File: config.mk
export PLATFORM = sky130hd
export DESIGN_NAME = nf_locator
export DESIGN_NICKNAME = d
export VERILOG_FILES = /design/src/rtl/nf_pkg.sv /design/src/rtl/nf_first_free.sv /design/src/rtl/nf_ptr_reg.sv /design/src/rtl/nf_chain_ctl.sv /design/src/rtl/nf_locator.sv
export SDC_FILE = /design/constraint.sdc
export NUM_CORES = 1
export LEC_CHECK = 0
export ABC_AREA = 1
export BUFFER_PORTS_ARGS = -buffer_cell sky130_fd_sc_hd__buf_4
export CAP_MARGIN = 20
export CORE_ASPECT_RATIO = 1.5
export CORE_UTILIZATION = 28
export CTS_BUF_LIST = sky130_fd_sc_hd__clkbuf_2
export DETAILED_ROUTE_END_ITERATION = 8
export PLACE_DENSITY = 0.67
export SETUP_SLACK_MARGIN = 0.1
export SLEW_MARGIN = 20
export SYNTH_ARGS = -nofsm -noshare
export SYNTH_HDL_FRONTEND = slang
export SYNTH_SLANG_ARGS = --single-unit
File: constraint.sdc
create_clock -name clk_i -period 1 [get_ports clk_i]
set_input_delay 0.2 -clock clk_i [delete_from_list [all_inputs] [get_ports clk_i]]
set_output_delay 0.2 -clock clk_i [all_outputs]
set_load 0.005 [all_outputs]
File: src/rtl/nf_pkg.sv
package nf_pkg;
  typedef enum logic [1:0] {
    SRC_NONE   = 2'd0,
    SRC_CHAIN  = 2'd1,
    SRC_SELECT = 2'd2
  } resp_src_e;
endpackage

File: src/rtl/nf_first_free.sv
module nf_first_free #(
  parameter int N    = 64,
  parameter int IDXW = $clog2(N)
) (
  input  logic [N-1:0]    valid_i,
  output logic [IDXW-1:0] idx_o,
  output logic            any_free_o
);
  // scan from the top so the lowest empty index wins
  always_comb begin
    idx_o = '0;
    for (int i = N - 1; i >= 0; i--) begin
      if (!valid_i[i]) idx_o = IDXW'(i);
    end
  end

  assign any_free_o = ~&valid_i;
endmodule

File: src/rtl/nf_ptr_reg.sv
module nf_ptr_reg #(
  parameter int IDXW = 6
) (
  input  logic            clk_i,
  input  logic            rst_ni,
  input  logic [IDXW-1:0] idx_i,
  input  logic            any_free_i,
  output logic [IDXW-1:0] nf_q_o,
  output logic            full_q_o
);
  always_ff @(posedge clk_i or negedge rst_ni) begin
    if (!rst_ni) begin
      nf_q_o   <= '0;
      full_q_o <= 1'b0;
    end else begin
      full_q_o <= ~any_free_i;
      if (any_free_i) nf_q_o <= idx_i;
    end
  end
endmodule

File: src/rtl/nf_chain_ctl.sv
module nf_chain_ctl
  import nf_pkg::*;
(
  input  logic      full_ni,
  input  logic      chain_en_ni,
  input  logic      dev_sel_i,
  input  logic      rd_nf_i,
  input  logic      wr_nf_i,
  input  logic      full_q_i,
  output logic      full_no,
  output resp_src_e resp_src_o,
  output logic      wr_hit_o
);
  logic first_free;

  // upstream all full, this one still has room
  assign first_free = ~full_ni & ~full_q_i;
  assign full_no    = ~(~full_ni & full_q_i);
  assign wr_hit_o   = wr_nf_i & first_free;

  always_comb begin
    resp_src_o = SRC_NONE;
    if (rd_nf_i) begin
      if (!chain_en_ni) begin
        if (first_free) resp_src_o = SRC_CHAIN;
      end else if (dev_sel_i) begin
        resp_src_o = SRC_SELECT;
      end
    end
  end
endmodule

File: src/rtl/nf_locator.sv
module nf_locator
  import nf_pkg::*;
#(
  parameter int N    = 64,
  parameter int IDXW = $clog2(N)
) (
  input  logic            clk_i,
  input  logic            rst_ni,
  input  logic [N-1:0]    valid_i,
  input  logic            full_ni,
  input  logic            chain_en_ni,
  input  logic            dev_sel_i,
  input  logic            rd_nf_i,
  input  logic            wr_nf_i,
  output logic [IDXW-1:0] nf_ptr_o,
  output logic            full_no,
  output logic            resp_o,
  output logic            wr_hit_o
);
  logic [IDXW-1:0] idx;
  logic            any_free;
  logic            full_q;
  resp_src_e       resp_src;

  nf_first_free #(.N(N), .IDXW(IDXW)) u_search (
    .valid_i   (valid_i),
    .idx_o     (idx),
    .any_free_o(any_free)
  );

  nf_ptr_reg #(.IDXW(IDXW)) u_ptr (
    .clk_i     (clk_i),
    .rst_ni    (rst_ni),
    .idx_i     (idx),
    .any_free_i(any_free),
    .nf_q_o    (nf_ptr_o),
    .full_q_o  (full_q)
  );

  nf_chain_ctl u_ctl (
    .full_ni    (full_ni),
    .chain_en_ni(chain_en_ni),
    .dev_sel_i  (dev_sel_i),
    .rd_nf_i    (rd_nf_i),
    .wr_nf_i    (wr_nf_i),
    .full_q_i   (full_q),
    .full_no    (full_no),
    .resp_src_o (resp_src),
    .wr_hit_o   (wr_hit_o)
  );

  assign resp_o = (resp_src != SRC_NONE);
endmodule

==> results.cfg <==
[yosys]
syn-instance-count = 193
synth_nets = 264
synthDistinctLibCells = 15
synthesis.area_um2 = 935
ys_ff_latch = 7
syn_avg_cell_area_um2 = 4.84
yosysWarnings = 0
seq_area_frac_synth_pct = 18.7

[layout]
fin_area_um2 = 2130
fillers = 293
diodes = 0
nNetsFinal = 398
layout-drive-gt1-share_pct = 44.8
fin_cells = 366
area_delta_synth_final_pct = 128

[place]
dp.final_hpwl_um = 2450
portBuffers = 79
gp_congestion = 0.733
dp.cells = 353
post_dp_cell_area_um2 = 1900

[routing]
wl_per_cell_um = 8.50
viasPerCell = 4.37
drt_iter0_drc = 17
finalWirelength_um = 3110
ant_nets = 0
drc_errors = 0
vias = 1598
drt-pass1-iter-count = 6

[setup_path]
required_ps = 1110
cp_common_cell = nand2_1
crit_path_start = valid_i[62]
critPathKind = primary input to flop
worst-path-buf-inv = 1
arrival_ps = 3240
cp-start-kind = primary input
worstReg2RegStart = u_ptr.nf_q_o[4]$_DFFE_PN0N_
cp_top_family = simple AND/OR/NAND/NOR gates
cp_slowest_cell = buf_6
critical_path.endpoint_type = flop
slowest_delay_ps = 90
cp_max_fo = 2

[power]
pwr_density_cell_nw_per_um2 = 516
power.total_mw = 1.10
p_leak_nw = 1.19
ir_worst_vdd_uv = 410

[timing]
finalHoldViolCount = 0
skew_ps = 0
rsz0062_at_grt = yes
period_minus_slack_ps = 3130
slew_headroom_pct = 84.1
setup_slack_ps = -2130
fmax_mhz = 320
fin_crit_sh_pct = 313
drv_slew = 0
tightest_slew_ps = 237
setup_viol = 10

[global_routing]
grt_start_max_net_pins = 8
grt_pass1_vias = 1519
grt-ovfl-total = 0
track_usage_pct = 17.8
antenna_found_initial = 0
grt_pass1_wl_um = 5240

[floorplan]
rows = 25
start_util_pct = 29.6
ios = 80
core_area_um2 = 3160
die_area_um2 = 3580
die_width_um = 49.2
die_h_um = 72.8

[min_path]
min_from = valid_i[0]
worstHoldPathType = primary input to flop

[clock_network]
clk_latency_ps = 220
clock_tree.root_cell = clkbuf_2
htree_levels = 1
cts.clk_slew.worst_paths_ps = 70
cts_sinks = 7
clk_path_buf_depth = 2
cts_buffers = 3
cts_tree = yes

[outcome]
violations = setup timing
status = finished with violations

[run]
drv_cap = 0
-- routing by layer --
metal	routed length [µm]	part of all wire, %	vias up	GRT usage (%)
li1	-	-	871	-
met4	21	0.68	0	5.88
met5	0	0	-	0
met1	1150	37	674	15.2
met3	121	3.9	2	1.67
met2	1820	59	51	40.2
-- flip-flops by register name (all words and copies together) (netlist names) --
| name | cells |
|---|---|
| u_ptr.nf_q_o | 6 |
| u_ptr.full_q_o | 1 |
-- logic make-up (layout without fill, tap and decap cells) --
family | Yosys count | in the layout | synth area share (%)
buffers and inverters | 9 | 142 | 3.61
flip-flops | 7 | 7 | 18.7
AO/OA/AOI/OAI | 14 | 14 | 10.0
AND/OR/NAND/NOR | 163 | 163 | 67.6
-- metrics by stage --
| step | hold slack (ps) | setup slack [ps] | TNS [ps] | utilization, % |
|---|---|---|---|---|
| 5_1_grt | 222 | -2850 | -7040 | 67.4 |
| 3_5_place_dp | 14.1 | -2370 | -6570 | 60.1 |
| 4_1_cts | 194 | -2130 | -9820 | 69.8 |
| 6_report | 205 | -2130 | -5360 | 67.4 |
| 2_1_floorplan | -95.6 | -1990 | -3670 | - |
| 3_3_place_gp | 13.6 | -2360 | -6390 | 60.1 |
-- worst reg2reg max path, stage by stage, from the launching register on --
cell	delay [ps]
dfrtp_1	400
buf_4	140
a22o_1	210
-- power by group --
group,internal [mW],total (mW),switching [mW]
sequential,0.289,0.294,0.00463
clock,0.106,0.202,0.0951
combinational,0.378,0.602,0.225
total,0.773,1.10,0.324
-- repair_timing --
action                                 4_1_cts  5_1_grt
hold buffers                                 1        0
resized for setup                           42        6
setup buffers                               16        3
endpoints found under the hold margin        7        0
pin swaps                                   41       41
setup endpoints to repair                   16       16
-- cells in the final DEF (no fill, tap or decap) --
cell type      Yosys  layout
nand2_1          113     111
buf_4              0     106
nor2_1            40      38
buf_6              0      22
inv_1              9       8
dfrtp_1            7       7
nand3_2            0       4
clkbuf_2           0       4
o21ai_1            0       3
nand4_1            3       3
nand2_2            0       2
o21bai_1           2       2
a31oi_1            3       2
a22o_1             2       2
nor3b_2            0       1
nor2_2             0       1
a21oi_1            1       1
nand3_1            5       1
nor4_4             0       1
nor2_4             0       1
inv_2              0       1
o21ai_2            0       1
a32o_1             1       1
a31oi_2            0       1
o31ai_2            0       1
dlygate4sd3_1      0       1
-- synth_stat cells --
cell type	instances	area [µm²]
nand2_1	113	424
nor2_1	40	150
inv_1	9	33.8
dfrtp_1	7	175
nand3_1	5	25.0
o21ai_0	4	20.0
a31oi_1	3	18.8
nand4_1	3	18.8
a22o_1	2	17.5
o21bai_1	2	15.0
a21oi_1	1	5.00
a32o_1	1	10.0
nor3b_1	1	7.51
nor4_1	1	6.26
o31ai_1	1	7.51
-- path summary, 6_finish.rpt --
check / slack [ps] / endpoint / cells past startpoint
min: 210 / u_ptr.nf_q_o[0]$_DFFE_PN0N_ / 3
max in group asynchronous: 550 / u_ptr.nf_q_o[2]$_DFFE_PN0N_ / 2
max reg2reg: 140 / u_ptr.nf_q_o[4]$_DFFE_PN0N_ / 2
min in group asynchronous: 330 / u_ptr.nf_q_o[4]$_DFFE_PN0N_ / 2
max: -2130 / u_ptr.nf_q_o[0]$_DFFE_PN0N_ / 65
min reg2reg: 570 / u_ptr.nf_q_o[1]$_DFFE_PN0N_ / 1
-- area by class of cell --
cell class	count	area [µm²]	area share [%]
Sequential cell	7	175	8.23
Tap cell	40	50.0	2.35
Inverter	9	33.8	1.59
Multi-Input combinational cell	177	796	37.4
Clock buffer	4	20.0	0.941
Timing Repair Buffer	129	1050	49.5
Power figures use the tool's default switching activity.
